File: config.mk
export PLATFORM = sky130hd
export DESIGN_NAME = hazard_scoreboard
export DESIGN_NICKNAME = d
export VERILOG_FILES = /design/src/rtl/hsb_pkg.sv /design/src/rtl/hsb_ptr_ctrl.sv /design/src/rtl/hsb_slot.sv /design/src/rtl/hsb_match.sv /design/src/rtl/hazard_scoreboard.sv
export SDC_FILE = /design/constraint.sdc
export NUM_CORES = 1
export LEC_CHECK = 0
export ABC_AREA = 0
export BUFFER_PORTS_ARGS = -buffer_cell sky130_fd_sc_hd__buf_2
export CORE_UTILIZATION = 53
export DETAILED_ROUTE_END_ITERATION = 7
export GPL_TIMING_DRIVEN = 0
export MAX_ROUTING_LAYER = met4
export PLACE_DENSITY_LB_ADDON = 0.1
export SYNTH_ARGS = -nofsm -noshare
export SYNTH_HDL_FRONTEND = slang
export SYNTH_HIERARCHICAL = 1
export SYNTH_SLANG_ARGS = --single-unit
File: constraint.sdc
create_clock -name clk_i -period 1.6 [get_ports clk_i]
set_input_delay 0.32 -clock clk_i [delete_from_list [all_inputs] [get_ports clk_i]]
set_output_delay 0.32 -clock clk_i [all_outputs]
set_load 0.1 [all_outputs]
File: src/rtl/hsb_pkg.sv
package hsb_pkg;
  localparam int unsigned REG_IDX_W = 5;

  typedef struct packed {
    logic                 occ;      // slot holds an in-flight instruction
    logic                 has_dst;  // instruction writes a register
    logic [REG_IDX_W-1:0] dst;
  } sb_entry_t;
endpackage

File: src/rtl/hsb_ptr_ctrl.sv
module hsb_ptr_ctrl #(
  parameter int unsigned DEPTH = 4,
  localparam int unsigned PW = (DEPTH > 1) ? $clog2(DEPTH) : 1,
  localparam int unsigned CW = $clog2(DEPTH + 1)
) (
  input  logic          clk_i,
  input  logic          rst_ni,
  input  logic          ins_req_i,
  input  logic          rem_req_i,
  output logic          ins_fire_o,
  output logic          rem_fire_o,
  output logic [PW-1:0] wr_ptr_o,
  output logic [PW-1:0] rd_ptr_o,
  output logic          full_o,
  output logic          empty_o
);
  logic [PW-1:0] wr_q, rd_q;
  logic [CW-1:0] cnt_q;

  assign full_o     = (cnt_q == CW'(DEPTH));
  assign empty_o    = (cnt_q == '0);
  assign ins_fire_o = ins_req_i & ~full_o;
  assign rem_fire_o = rem_req_i & ~empty_o;
  assign wr_ptr_o   = wr_q;
  assign rd_ptr_o   = rd_q;

  function automatic logic [PW-1:0] bump(input logic [PW-1:0] p);
    return (p == PW'(DEPTH - 1)) ? '0 : p + PW'(1);
  endfunction

  always_ff @(posedge clk_i or negedge rst_ni) begin
    if (!rst_ni) begin
      wr_q  <= '0;
      rd_q  <= '0;
      cnt_q <= '0;
    end else begin
      if (ins_fire_o) wr_q <= bump(wr_q);
      if (rem_fire_o) rd_q <= bump(rd_q);
      case ({ins_fire_o, rem_fire_o})
        2'b10:   cnt_q <= cnt_q + CW'(1);
        2'b01:   cnt_q <= cnt_q - CW'(1);
        default: cnt_q <= cnt_q;
      endcase
    end
  end

  p_full_empty_excl_r1: assert property (@(posedge clk_i) disable iff (!rst_ni)
    !(full_o && empty_o));
  p_no_overflow_r6: assert property (@(posedge clk_i) disable iff (!rst_ni)
    (full_o && ins_req_i && !rem_req_i) |=> full_o);
  p_no_underflow_r7: assert property (@(posedge clk_i) disable iff (!rst_ni)
    (empty_o && rem_req_i && !ins_req_i) |=> empty_o);
endmodule

File: src/rtl/hsb_slot.sv
module hsb_slot
  import hsb_pkg::*;
(
  input  logic                 clk_i,
  input  logic                 rst_ni,
  input  logic                 wr_en_i,
  input  logic                 clr_en_i,
  input  logic                 has_dst_i,
  input  logic [REG_IDX_W-1:0] dst_i,
  output sb_entry_t            ent_o
);
  sb_entry_t ent_q;

  always_ff @(posedge clk_i or negedge rst_ni) begin
    if (!rst_ni) begin
      ent_q <= '0;
    end else if (wr_en_i) begin
      ent_q.occ     <= 1'b1;
      ent_q.has_dst <= has_dst_i;
      ent_q.dst     <= dst_i;
    end else if (clr_en_i) begin
      ent_q.occ <= 1'b0;
    end
  end

  assign ent_o = ent_q;

  // Pointer control must never aim a write at a live slot
  p_no_clobber_r6: assert property (@(posedge clk_i) disable iff (!rst_ni)
    wr_en_i |-> !ent_q.occ);
endmodule

File: src/rtl/hsb_match.sv
module hsb_match
  import hsb_pkg::*;
#(
  parameter int unsigned DEPTH = 4
) (
  input  sb_entry_t            ent_i [DEPTH],
  input  logic [REG_IDX_W-1:0] src_i,
  output logic                 hit_o
);
  always_comb begin
    hit_o = 1'b0;
    for (int i = 0; i < DEPTH; i++) begin
      if (ent_i[i].occ && ent_i[i].has_dst && (ent_i[i].dst == src_i))
        hit_o = 1'b1;
    end
    if (src_i == '0) hit_o = 1'b0;
  end
endmodule

File: src/rtl/hazard_scoreboard.sv
module hazard_scoreboard
  import hsb_pkg::*;
#(
  parameter int unsigned DEPTH = 4,
  localparam int unsigned NUM_SRC = 2,
  localparam int unsigned PW = (DEPTH > 1) ? $clog2(DEPTH) : 1
) (
  input  logic                 clk_i,
  input  logic                 rst_ni,
  input  logic                 ins_valid_i,
  input  logic                 ins_has_dst_i,
  input  logic [REG_IDX_W-1:0] ins_dst_i,
  input  logic                 rem_valid_i,
  input  logic [REG_IDX_W-1:0] src0_i,
  input  logic [REG_IDX_W-1:0] src1_i,
  output logic                 hit0_o,
  output logic                 hit1_o,
  output logic                 stall_o,
  output logic                 full_o,
  output logic                 empty_o
);
  logic          ins_fire, rem_fire;
  logic [PW-1:0] wr_ptr, rd_ptr;
  sb_entry_t     ent [DEPTH];
  logic [REG_IDX_W-1:0] srcs [NUM_SRC];
  logic [NUM_SRC-1:0]   hits;

  hsb_ptr_ctrl #(.DEPTH(DEPTH)) u_ctrl (
    .clk_i      (clk_i),
    .rst_ni     (rst_ni),
    .ins_req_i  (ins_valid_i),
    .rem_req_i  (rem_valid_i),
    .ins_fire_o (ins_fire),
    .rem_fire_o (rem_fire),
    .wr_ptr_o   (wr_ptr),
    .rd_ptr_o   (rd_ptr),
    .full_o     (full_o),
    .empty_o    (empty_o)
  );

  for (genvar g = 0; g < DEPTH; g++) begin : g_slot
    hsb_slot u_slot (
      .clk_i     (clk_i),
      .rst_ni    (rst_ni),
      .wr_en_i   (ins_fire && (wr_ptr == PW'(g))),
      .clr_en_i  (rem_fire && (rd_ptr == PW'(g))),
      .has_dst_i (ins_has_dst_i),
      .dst_i     (ins_dst_i),
      .ent_o     (ent[g])
    );
  end

  assign srcs[0] = src0_i;
  assign srcs[1] = src1_i;

  for (genvar s = 0; s < NUM_SRC; s++) begin : g_search
    hsb_match #(.DEPTH(DEPTH)) u_match (
      .ent_i (ent),
      .src_i (srcs[s]),
      .hit_o (hits[s])
    );
  end

  assign hit0_o  = hits[0];
  assign hit1_o  = hits[1];
  assign stall_o = |hits;

  p_zero_idx_r4: assert property (@(posedge clk_i) disable iff (!rst_ni)
    ((src0_i == '0) |-> !hit0_o) and ((src1_i == '0) |-> !hit1_o));
  p_empty_quiet_r2: assert property (@(posedge clk_i) disable iff (!rst_ni)
    empty_o |-> !stall_o);
endmodule

# Word-level counts from Yosys, hierarchy flattened
# Cells that the tools add are included.
[totals]
regBits = 35
mem_bits_ro = 0
input_bits = 20
latch_bits = 0
ramBits = 0
elab_cells = 92
mem_count = 0
output_inout_bits = 5
[classes]
mux = 21
n_reduce_logical = 31
add_sub_neg = 4
div_mod_pow = 0
shift = 0
n_mul = 0
eq_ne = 17
n_bitwise = 4
order_cmp = 0
[ops]
columns = ["operator", "n"]
rows = [
  ["$eq A5 B5 Y1", 8],
  ["$logic_and A1 B1 Y1", 20],
  ["$mux W1", 18],
  ["$eq A2 B2 Y1 const B", 5],
  ["$logic_not A5 Y1", 2],
  ["$reduce_bool A2 Y1", 5],
  ["$eq A2 B1 Y1 const B", 3],
  ["$pmux W3 S2", 1],
  ["$add A2 B1 Y2 const B", 2],
  ["$logic_not A2 Y1", 2],
  ["$mux W2", 2],
  ["$add A3 B1 Y3 const B", 1],
  ["$eq A3 B3 Y1 const B", 1],
  ["$logic_not A3 Y1", 1],
  ["$sub A3 B1 Y3 const B", 1],
  ["$and A1 B1 Y1", 2],
  ["$not A1 Y1", 2],
  ["$reduce_or A2 Y1", 1],
]

# Longest topological paths before layout
# Gate-level depths: netlist of run 1.
[logic_depth]
ltp_word = 8
depth_mapped = 9
depth_no_buf = 9

# Hierarchy
# The synthesis of run 1 kept the hierarchy.
[by_module_without_submodules]
columns = ["module", "seq_area_each_um2", "n_inst", "cells_per_inst", "area_each_um2"]
rows = [
  ["hsb_slot", 175.2, 4, 16, 289.0],
  ["hsb_match", 0.0, 2, 36, 292.8],
  ["hsb_ptr_ctrl", 175.2, 1, 32, 400.4],
  ["hazard_scoreboard", 0.0, 1, 9, 81.3],
]

# Least setup slack after synthesis of run 1
# Ideal clock, no wire load.
[synth_timing]
kind = "flip-flop to flip-flop"
start = "reg u_ctrl.cnt_q[1]"
end = "reg u_ctrl.cnt_q[2]"
synth_period_minus_slack_ns = 3.105
setup_time_ns = 0.079
path_stages_with_launch = 9
path_buffers = 0
slack_ns = -1.505
t_required_ns = 1.521
t_arrival_ns = 3.026
cell_sequence = "dfrtp_1 > nor3b_2 > nand2b_4 > ha_1 > inv_1 > fa_1 > xor2_1 > nor2_1 > xor2_1"
[synth_between]
elab_chain_cells = 5
elab_cells_between_ends = 12
cone_classes = "add/sub: 2; eq/ne: 3; mux: 1; bitwise: 4; reduce/logical: 2"
[synth_lines]
columns = ["item", "line", "source"]
rows = [
  ["start: declaration", "hsb_ptr_ctrl.sv:18", "logic [CW-1:0] cnt_q;"],
  ["start signal: assignment", "hsb_ptr_ctrl.sv:40", "2'b10: cnt_q <= cnt_q + CW'(1);"],
  ["start signal: assignment", "hsb_ptr_ctrl.sv:41", "2'b01: cnt_q <= cnt_q - CW'(1);"],
  ["start signal: assignment", "hsb_ptr_ctrl.sv:42", "default: cnt_q <= cnt_q;"],
  ["$eq A3 B3 Y1 (*)", "hsb_ptr_ctrl.sv:20", "assign full_o = (cnt_q == CW'(DEPTH));"],
  ["named net full_o", "hazard_scoreboard.sv:19", "output logic full_o,"],
  ["$not A1 Y1 (*)", "hsb_ptr_ctrl.sv:22", "assign ins_fire_o = ins_req_i & ~full_o;"],
  ["$and A1 B1 Y1 (*)", "hsb_ptr_ctrl.sv:22", ""],
  ["$eq A2 B1 Y1 / $eq A2 B2 Y1 (equally long branches)", "hsb_ptr_ctrl.sv:39", "case ({ins_fire_o, rem_fire_o})"],
  ["$pmux W3 S2 / $reduce_bool A2 Y1 (equally long branches)", "n/a", ""],
]
# Mark *: on every way through the listed nets, which the timed path passes. The rest lies on a longest branch.
# A chain may end at the register's enable or synchronous reset.

# Final worst setup path of run 1
[layout_timing]
start = "reg g_slot[1].u_slot.ent_q, in the netlist g_slot[1].u_slot/ent_o[4]"
end = "out stall_o"
[layout_between]
elab_chain_cells = 7
elab_cells_between_ends = 13
cone_classes = "eq/ne: 2; mux: 8; reduce/logical: 3"
[layout_lines]
columns = ["item", "line", "source"]
rows = [
  ["start: declaration", "hsb_slot.sv:12", "sb_entry_t ent_q;"],
  ["$eq A5 B5 Y1", "hsb_match.sv:13", "if (ent_i[i].occ && ent_i[i].has_dst && (ent_i[i].dst == src_i))"],
  ["$logic_and A1 B1 Y1", "hsb_match.sv:13", ""],
  ["$mux W1 (3 in series)", "hsb_match.sv:13", ""],
  ["$mux W1", "hsb_match.sv:16", "if (src_i == '0) hit_o = 1'b0;"],
  ["$reduce_or A2 Y1 (*)", "hazard_scoreboard.sv:66", "assign stall_o = |hits;"],
  ["end: declaration", "hazard_scoreboard.sv:18", "output logic stall_o,"],
]
# Every way passes the cells marked *; elsewhere a longest branch is shown, timed or not.

==> flow_summary.ini, run 1 <==
[clock_network]
postCtsHoldBufs = 0
cts_root_buf = clkbuf_8
cts.path.max_buffers = 2
cts_tree = yes
h-tree-depth = 2
clock_latency_ns = 0.29
cts_num_sinks = 35
cts_buffers = 5
clk_pin_slew_ns = 0.07

[placed_design]
place_ws_ns = -0.6862
numPortBuffers = 14
dp_hpwl_um = 3306
place.gp.congestion = 0.9073

[drt]
drt_first_iter_violations = 62
post_drt_wl_per_cell_um = 18.94
drc = 0
vias = 1474
viasPerCell = 5.583
wirelength_um = 5001
first_pass_iters = 5
drt.antenna.violating_nets = 0

[power_and_ir_drop]
fin_total_pwr_mw = 5.717
power_density_mw_per_mm2 = 2052
peakVddDrop_v = 0.001399
leakage_nw = 1.276

[global_routing]
grt_max_degree = 36
grt_pass1_wl_um = 7659
grt_remaining_overflow = 0
grtUsageTotal_pct = 24.92
grt_pass1_vias = 1567
antenna_found_initial = 0

[die]
core.rowCount = 23
die_h_um = 66.77
pin_count = 25
start_util_pct = 55.58
core_area_mm2 = 0.004000
die_area_mm2 = 0.004458
die_x_um = 66.77

[worst_setup_path]
cp.required_ns = 1.28
end_kind = primary output
path_class = reg2out
critPathLaunchType = register
cp.arrival_ns = 1.98
r2r_setup_slack_ns = -0.28
path_max_fanout = 3

[sta]
hold_viol_final = 0
setup_viol = 30
hold_slack_ns = 0.1017
rsz0062_at_grt = true
max_clock_freq_mhz = 435.5
worst_pin_slew_ns = 0.7666
fin_ws_ns = -0.6963
skew_ns = 0.005753
maxSlewHeadroom_pct = 48.89
fin_crit_sh_pct = 143.5
setup_tns_ns = -4.886
slew_violations = 0
fin_crit_ns = 2.296

[yosys]
netlist_instances = 177
yosysMostFrequentCell = dfrtp_1
synth_seq_cells = 35
synth_area_per_cell_um2 = 12.56
yosys_warnings = 6
seq_area_frac_synth_pct = 39.39
synthArstFlopShare_pct = 100.0
synthesis.area_mm2 = 0.002223
synthFlopType = dfrtp_1
synth.largest_area_cell = dfrtp_1
synth-edff-count = 0
synth.distinct_cells = 25
ys_top_cells_by_area = dfrtp_1 (39%), mux2_4 (18%), xor2_1 (13%)
synth_top_area_share_pct = 39.39
synth_nets = 201
netlist_top_cells_count = dfrtp_1 (35), xor2_1 (34), mux2_4 (26)

[cells_and_area]
fillerInstances = 275
area_growth_pct = 25.32
multi_input_area_mm2 = 0.001267
n_antenna_cell = 0
final_util_pct = 69.66
ff_latch_area_um2 = 878.3
drive_gt1_share_pct = 49.53
nets = 237

[outcome]
violations = negative setup slack
outcome = finished, violations left

[min_path]
worstHoldPathType = in2async

[flow_run]
drv_cap = 0
per-stage QoR:
| step | area, um^2 | instances |
|---|---|---|
| after floorplan | 2306 | 177 |
| after global placement | 2439 | 241 |
| after detailed placement | 2439 | 241 |
| after CTS | 2706 | 258 |
| after global routing | 2786 | 264 |
| final | 2786 | 264 |
kinds of logic (layout without fill, tap and decap cells):
kind of cell             after synthesis  count (layout)  share of synthesized area [%]
XOR/XNOR                              43              43                          16.94
AND/OR/NAND/NOR                       37              37                          12.32
flip-flops                            35              35                          39.39
multiplexers                          28              28                          18.57
buffers and inverters                 23              60                          7.709
AO/OA/AOI/OAI                          7               7                          2.476
adder cells (fa/ha/maj)                4               4                          2.589
layout make-up:
class / count / share of cell area (%)
multi-input combinational: 119 / 45.49
clock buffer: 6 / 2.964
timing repair buffer: 31 / 10.01
clock inverter: 2 / 1.257
buffer: 12 / 5.119
sequential: 35 / 31.52
tap: 50 / 2.245
inverter: 9 / 1.392
cell usage in the layout, fill, tap and decap left out, types with 4 or more instances in the layout:
cell type	Yosys	routed
xor2_1	34	34
dfrtp_1	35	33
mux2_4	26	28
buf_6	10	15
buf_4	2	13
nand4_1	10	10
xnor2_1	9	9
buf_2	2	9
clkbuf_8	0	6
inv_1	9	6
and3b_1	4	4
nor4_2	0	4
nor4_1	8	4
a21o_2	4	4
buf_12	0	4
state kept, by name (all words and copies together) (netlist names):
name / flops
u_ctrl/wr_ptr_o: 2
u_ctrl/rd_ptr_o: 2
g_slot.u_slot/ent_o: 28
u_ctrl/cnt_q: 3
routing by layer:
| metal | share of wire (%) | global-route usage [%] | vias up |
|---|---|---|---|
| met5 | 0 | - | - |
| met2 | 51 | 40.15 | 39 |
| met3 | 3.2 | 4.795 | 9 |
| met1 | 44 | 31.14 | 750 |
| met4 | 1.8 | 9.043 | 0 |
| li1 | - | - | 676 |
timing repair:
action / CTS / global route
gates resized for setup: 24 / 10
pin swaps: 9 / 6
setup endpoints to repair: 32 / 34
endpoints found under the hold margin: 0 / 0
buffers inserted: 10 / 9
report_power, final:
part	internal [mW]	leakage [nW]	switching, mW
sequential	1.36	0.411	0.595
clock	0.504	0.0612	0.316
combinational	1.69	0.804	1.26
total	3.55	1.28	2.17
path summary, 6_finish.rpt:
path	start	to	cells after the start
max in group asynchronous	rst_ni	u_ctrl/cnt_q[1]	1
min reg2reg	g_slot[1].u_slot/ent_o[6]	g_slot[1].u_slot/ent_o[6]	1
min in group clk_i	ins_dst_i[1]	g_slot[0].u_slot/ent_o[1]	2
min	rst_ni	u_ctrl/cnt_q[2]	1
max reg2reg	u_ctrl/cnt_q[1]	u_ctrl/cnt_q[2]	8
max	g_slot[1].u_slot/ent_o[4]	stall_o	8
critical path: stages (launching register included):
cell	delay [ns]
dfrtp_1	0.41
buf_4	0.15
xor2_1	0.16
nor4_2	0.23
nand4_1	0.15
nand4_1	0.14
o21a_4	0.15
or2_4	0.13
buf_12	0.16
Note: power is estimated with default switching activity, not from simulation.
==> run 2: changes to the inputs <==
--- a/config.mk
+++ b/config.mk
@@ -5,9 +5,9 @@
 export SDC_FILE = /design/constraint.sdc
 export NUM_CORES = 1
 export LEC_CHECK = 0
-export ABC_AREA = 0
+export ABC_AREA = 1
 export BUFFER_PORTS_ARGS = -buffer_cell sky130_fd_sc_hd__buf_2
-export CORE_UTILIZATION = 53
+export CORE_UTILIZATION = 55
 export DETAILED_ROUTE_END_ITERATION = 7
 export GPL_TIMING_DRIVEN = 0
 export MAX_ROUTING_LAYER = met4
==> constraint.sdc (replaced) <==
create_clock -name clk_i -period 2.8 [get_ports clk_i]
set_input_delay 0.56 -clock clk_i [delete_from_list [all_inputs] [get_ports clk_i]]
set_output_delay 0.56 -clock clk_i [all_outputs]
set_load 0.1 [all_outputs]
==> run 2 against run 1 <==
  * Sequential share of layout area increased by 1.5 points
  * Cell area decreased by 4.7%
  * Critical endpoint unchanged
  * Via count increased by 54%
  * Largest cell class unchanged
  * Combinational power decreased by 59%
  * The flow now finishes without violations
  * Largest power group unchanged
  * Non-clock buffer count decreased by 19
  * Setup slack improved by 1.1 ns
  * Wire length decreased by 0.68%
==> flow_summary.ini, run 2 <==
[worst_setup_path]
critPathLaunchType = register
end_kind = primary output
cp.arrival_ns = 1.87
path_max_fanout = 5
path_class = reg2out
cp.required_ns = 2.24

[clock_network]
postCtsHoldBufs = 0
clk_pin_slew_ns = 0.07
cts.path.max_buffers = 2
h-tree-depth = 2
cts_num_sinks = 35
cts_root_buf = clkbuf_8
cts_buffers = 5
cts_setup_buffers = 0
postCtsResizedCells = 0
clock_latency_ns = 0.29
cts_tree = yes

[die]
core_area_mm2 = 0.004058
core.rowCount = 23
pin_count = 25
die_h_um = 67.47
die_area_mm2 = 0.004552
start_util_pct = 58.09
die_x_um = 67.47

[sta]
setup_tns_ns = 0
worst_pin_slew_ns = 0.7529
fin_crit_sh_pct = 86.80
setup_viol = 0
skew_ns = 0.003269
fin_ws_ns = 0.3696
max_clock_freq_mhz = 411.4
rsz0062_at_grt = false
fin_crit_ns = 2.430
hold_viol_final = 0
hold_slack_ns = 0.3362
maxSlewHeadroom_pct = 49.80
slew_violations = 0

[global_routing]
grt_pass1_wl_um = 8507
grtUsageTotal_pct = 26.05
antenna_found_initial = 0
grt_max_degree = 36
grt_pass1_vias = 1942
grt_remaining_overflow = 0

[yosys]
netlist_top_cells_count = nand2_1 (215), inv_1 (53), nor2_1 (46)
synth_top_area_share_pct = 37.15
synthArstFlopShare_pct = 100.0
netlist_instances = 397
synth_nets = 421
synth.largest_area_cell = dfrtp_1
synth-edff-count = 0
seq_area_frac_synth_pct = 37.15
synth_area_per_cell_um2 = 5.938
ys_top_cells_by_area = dfrtp_1 (37%), nand2_1 (34%), inv_1 (8.4%)
synth.distinct_cells = 17
synthFlopType = dfrtp_1
yosysMostFrequentCell = nand2_1
yosys_warnings = 6
synthesis.area_mm2 = 0.002357
synth_seq_cells = 35

[cells_and_area]
stdcell_count = 479
drive_gt1_share_pct = 12.82
largest_reg_flops = 28
final_util_pct = 65.43
layout_commonest_cell = nand2_1
nets = 452
area_growth_pct = 12.63
stdcell_area_mm2 = 0.002655
fillerInstances = 404
mostFrequentLayoutCells = nand2_1 (215), inv_1 (53), nor2_1 (44)
n_antenna_cell = 0

[min_path]
worstHoldPathType = in2async

[power_and_ir_drop]
fin_total_pwr_mw = 2.662
peakVddDrop_v = 0.0007015
leakage_nw = 1.678
power_density_mw_per_mm2 = 1003

[drt]
viasPerCell = 4.749
post_drt_wl_per_cell_um = 10.37
vias = 2275
wirelength_um = 4967
drt_first_iter_violations = 118
first_pass_iters = 4
drc = 0
drt.antenna.violating_nets = 0

[flow_run]
drv_cap = 0

[placed_design]
dp.cells = 471
placed_cell_area_mm2 = 0.002555
place.gp.congestion = 0.8427
dp_hpwl_um = 3924
numPortBuffers = 24
place_ws_ns = 0.3648

[outcome]
outcome = complete, no violations
run 2: kinds of logic after synthesis:
family | count (synthesis) | share of synthesized area [%]
compound gates | 1 | 0.2121
buf+inv | 70 | 11.15
fa+ha+maj | 4 | 2.442
flops | 35 | 37.15
simple gates | 284 | 47.93
xor+xnor | 3 | 1.115
run 2: layout make-up:
| class | count | area [um^2] | area share [%] |
|---|---|---|---|
| Multi-Input combinational cell | 292 | 1234 | 46.47 |
| Sequential cell | 35 | 875.8 | 32.99 |
| Inverter | 70 | 262.8 | 9.896 |
| Timing Repair Buffer | 24 | 120.1 | 4.524 |
| Clock buffer | 8 | 100.1 | 3.770 |
| Tap cell | 50 | 62.56 | 2.356 |
run 2: final timing paths:
kind	start	to	cells after the start	slack (ns)
min in group clk_i	g_slot[0].u_slot/ent_o[5]	g_slot[0].u_slot/ent_o[5]	2	0.50
min reg2reg	g_slot[0].u_slot/ent_o[5]	g_slot[0].u_slot/ent_o[5]	2	0.50
max reg2reg	u_ctrl/cnt_q[0]	u_ctrl/cnt_q[1]	8	1.05
max in group asynchronous	rst_ni	g_slot[3].u_slot/ent_o[1]	1	1.98
max	g_slot[2].u_slot/ent_o[1]	stall_o	10	0.37
min	rst_ni	u_ctrl/rd_ptr_o[1]	1	0.34
run 2: worst max-delay path, cell delays in order (launching register included):
cell     delay, ns
dfrtp_1       0.44
inv_1         0.08
nand2_1       0.05
nand2_1       0.06
nor2_1        0.05
nand3_1       0.07
nand2_1       0.05
nor2_1        0.18
nor2_4        0.04
or2_2         0.27
buf_2         0.29
run 2: layer usage:
layer,GRT usage (%),up-vias,wire length [um]
li1,-,1218,-
met1,34.23,1004,2307
met2,41.21,45,2388
met3,4.054,8,195
met4,7.979,0,76
met5,-,-,0
run 2: report_power, final:
part / switching (mW) / internal [mW] / total, mW
clock network: 0.174 / 0.224 / 0.399
registers: 0.294 / 0.749 / 1.04
logic: 0.809 / 0.411 / 1.22
total: 1.28 / 1.38 / 2.66
==> run 3: changes to the inputs <==
==> constraint.sdc (replaced) <==
create_clock -name clk_i -period 2.31 [get_ports clk_i]
set_input_delay 0.1155 -clock clk_i [delete_from_list [all_inputs] [get_ports clk_i]]
set_output_delay 0.1155 -clock clk_i [all_outputs]
set_load 0.1 [all_outputs]
==> run 3 against run 2 <==
  * Via count decreased by 2.4%
  * Wire length increased by 0.34%
  * Register-to-register slack got worse by 0.50 ns
  * Largest cell class unchanged
  * Sequential power increased by 21%
  * Final cell count decreased by 0.21%
  * Core utilization decreased by 0.68 points
  * Worst hold slack got worse by 0.25 ns
  * Clock skew about the same
==> flow_summary.ini, run 3 (synthesis gave the netlist of run 2 again) <==
[clock_network]
cts_setup_buffers = 0
cts.path.max_buffers = 2
cts_num_sinks = 35
cts_tree = yes
cts_root_buf = clkbuf_8
postCtsHoldBufs = 1
clock_latency_ns = 0.28
postCtsResizedCells = 0
clk_pin_slew_ns = 0.06
cts_buffers = 5
h-tree-depth = 2

[global_routing]
antenna_found_initial = 0
grt_max_degree = 36
grt_pass1_vias = 1914
grt_remaining_overflow = 0
grtUsageTotal_pct = 25.76
grt_pass1_wl_um = 8307

[worst_setup_path]
r2r_cells = 11
crit_slowest_cell = dfrtp_1
cp.arrival_ns = 1.84
cp.required_ns = 2.19
end_kind = primary output
path_class = reg2out
path_cells = inv_1 -> nand2_1 -> nand2_1 -> nor2_1 -> nand3_1 -> nand2_1 -> nor2_1 -> nor2_2 -> or2_2 -> buf_2
critPathMaxStageDelay_ns = 0.45
path_max_fanout = 5
critPathLaunchType = register
cpMostUsedCell = nand2_1

[cells_and_area]
drive_gt1_share_pct = 12.38
largest_reg_flops = 28
mostFrequentLayoutCells = nand2_1 (215), inv_1 (53), nor2_1 (44)
layout_commonest_cell = nand2_1
stdcell_area_mm2 = 0.002628
area_growth_pct = 11.46
n_antenna_cell = 0
nets = 453

[power_and_ir_drop]
power_density_mw_per_mm2 = 1192
peakVddDrop_v = 0.0008687
fin_total_pwr_mw = 3.133
leakage_nw = 1.667

[sta]
worst_pin_slew_ns = 0.7538
setup_tns_ns = 0
slew_violations = 0
fin_crit_sh_pct = 84.63
rsz0062_at_grt = false
skew_ns = 0.003596
setup_viol = 0
hold_viol_final = 0
max_clock_freq_mhz = 511.5
fin_crit_ns = 1.955
fin_ws_ns = 0.3550
maxSlewHeadroom_pct = 49.74

[min_path]
hold_path_depth = 3
worstHoldPathType = in2reg

[drt]
wirelength_um = 4984
drc = 0
post_drt_wl_per_cell_um = 10.43
viasPerCell = 4.646
drt_first_iter_violations = 135
vias = 2221
first_pass_iters = 4
drt.antenna.violating_nets = 0

[die]
die_area_mm2 = 0.004552
die_h_um = 67.47
start_util_pct = 58.09
core_area_mm2 = 0.004058
pin_count = 25
die_x_um = 67.47
core.rowCount = 23

[placed_design]
dp_hpwl_um = 3968
placed_cell_area_mm2 = 0.002545
place_ws_ns = 0.5567
place.gp.congestion = 0.8398
numPortBuffers = 24

[flow_run]
drv_cap = 0

[outcome]
outcome = complete, no violations
-- run 3: changes by cell type in the layout (fill, tap and decap cells not counted), sizes merged --
| cell | delta |
|---|---|
| clkbuf | -2 |
| dlygate4sd3 | +1 |
-- run 3: worst paths after layout --
check	startpoint	end	slack, ns
worst max-delay path	g_slot[2].u_slot/ent_o[1]	stall_o	0.36
worst min-delay path	ins_dst_i[0]	g_slot[0].u_slot/ent_o[0]	0.08
worst max register to register	u_ctrl/cnt_q[2]	u_ctrl/cnt_q[2]	0.55
worst min register to register	u_ctrl/cnt_q[0]	u_ctrl/cnt_q[0]	0.49
max in group asynchronous	rst_ni	g_slot[1].u_slot/ent_o[0]	1.39
min in group asynchronous	rst_ni	u_ctrl/rd_ptr_o[0]	0.43
-- run 3: power by group --
part | leakage, nW | internal (mW) | switching, mW
sequential | 0.432 | 0.908 | 0.351
combinational | 1.20 | 0.498 | 0.983
clock | 0.0371 | 0.200 | 0.193
total | 1.67 | 1.61 | 1.53
-- run 3: metrics by stage --
| step | std cells | hold WS [ns] | utilization [%] |
|---|---|---|---|
| 2_1_floorplan | 397 | -0.1801 | - |
| 3_3_place_gp | 471 | 0.2350 | 62.72 |
| 3_5_place_dp | 471 | 0.2236 | 62.72 |
| 4_1_cts | 478 | 0.07224 | 64.75 |
| 5_1_grt | 478 | 0.09092 | 64.75 |
| 6_report | 478 | 0.08277 | 64.75 |
-- run 3: layer usage --
metal	wire length, um	part of all wire [%]	track usage, %	up-vias
met3	140	2.8	3.547	5
met4	51	1.0	7.181	0
met2	2386	48	43.07	30
li1	-	-	-	1216
met1	2406	48	32.43	970
met5	0	0	-	-
-- run 3: layout make-up --
type / instances / area (um^2)
Fill cell: 398 / 1430
Multi-Input combinational cell: 292 / 1224
Sequential cell: 35 / 875.8
Inverter: 70 / 262.8
Timing Repair Buffer: 25 / 130.1
Clock buffer: 6 / 72.57
Tap cell: 50 / 62.56
-- run 3: critical path: cells and delay by family (launching register included) --
kind / cells / cell delay (ns)
DFF: 1 / 0.45
and+or+nand+nor: 8 / 0.64
buffers and inverters: 2 / 0.47
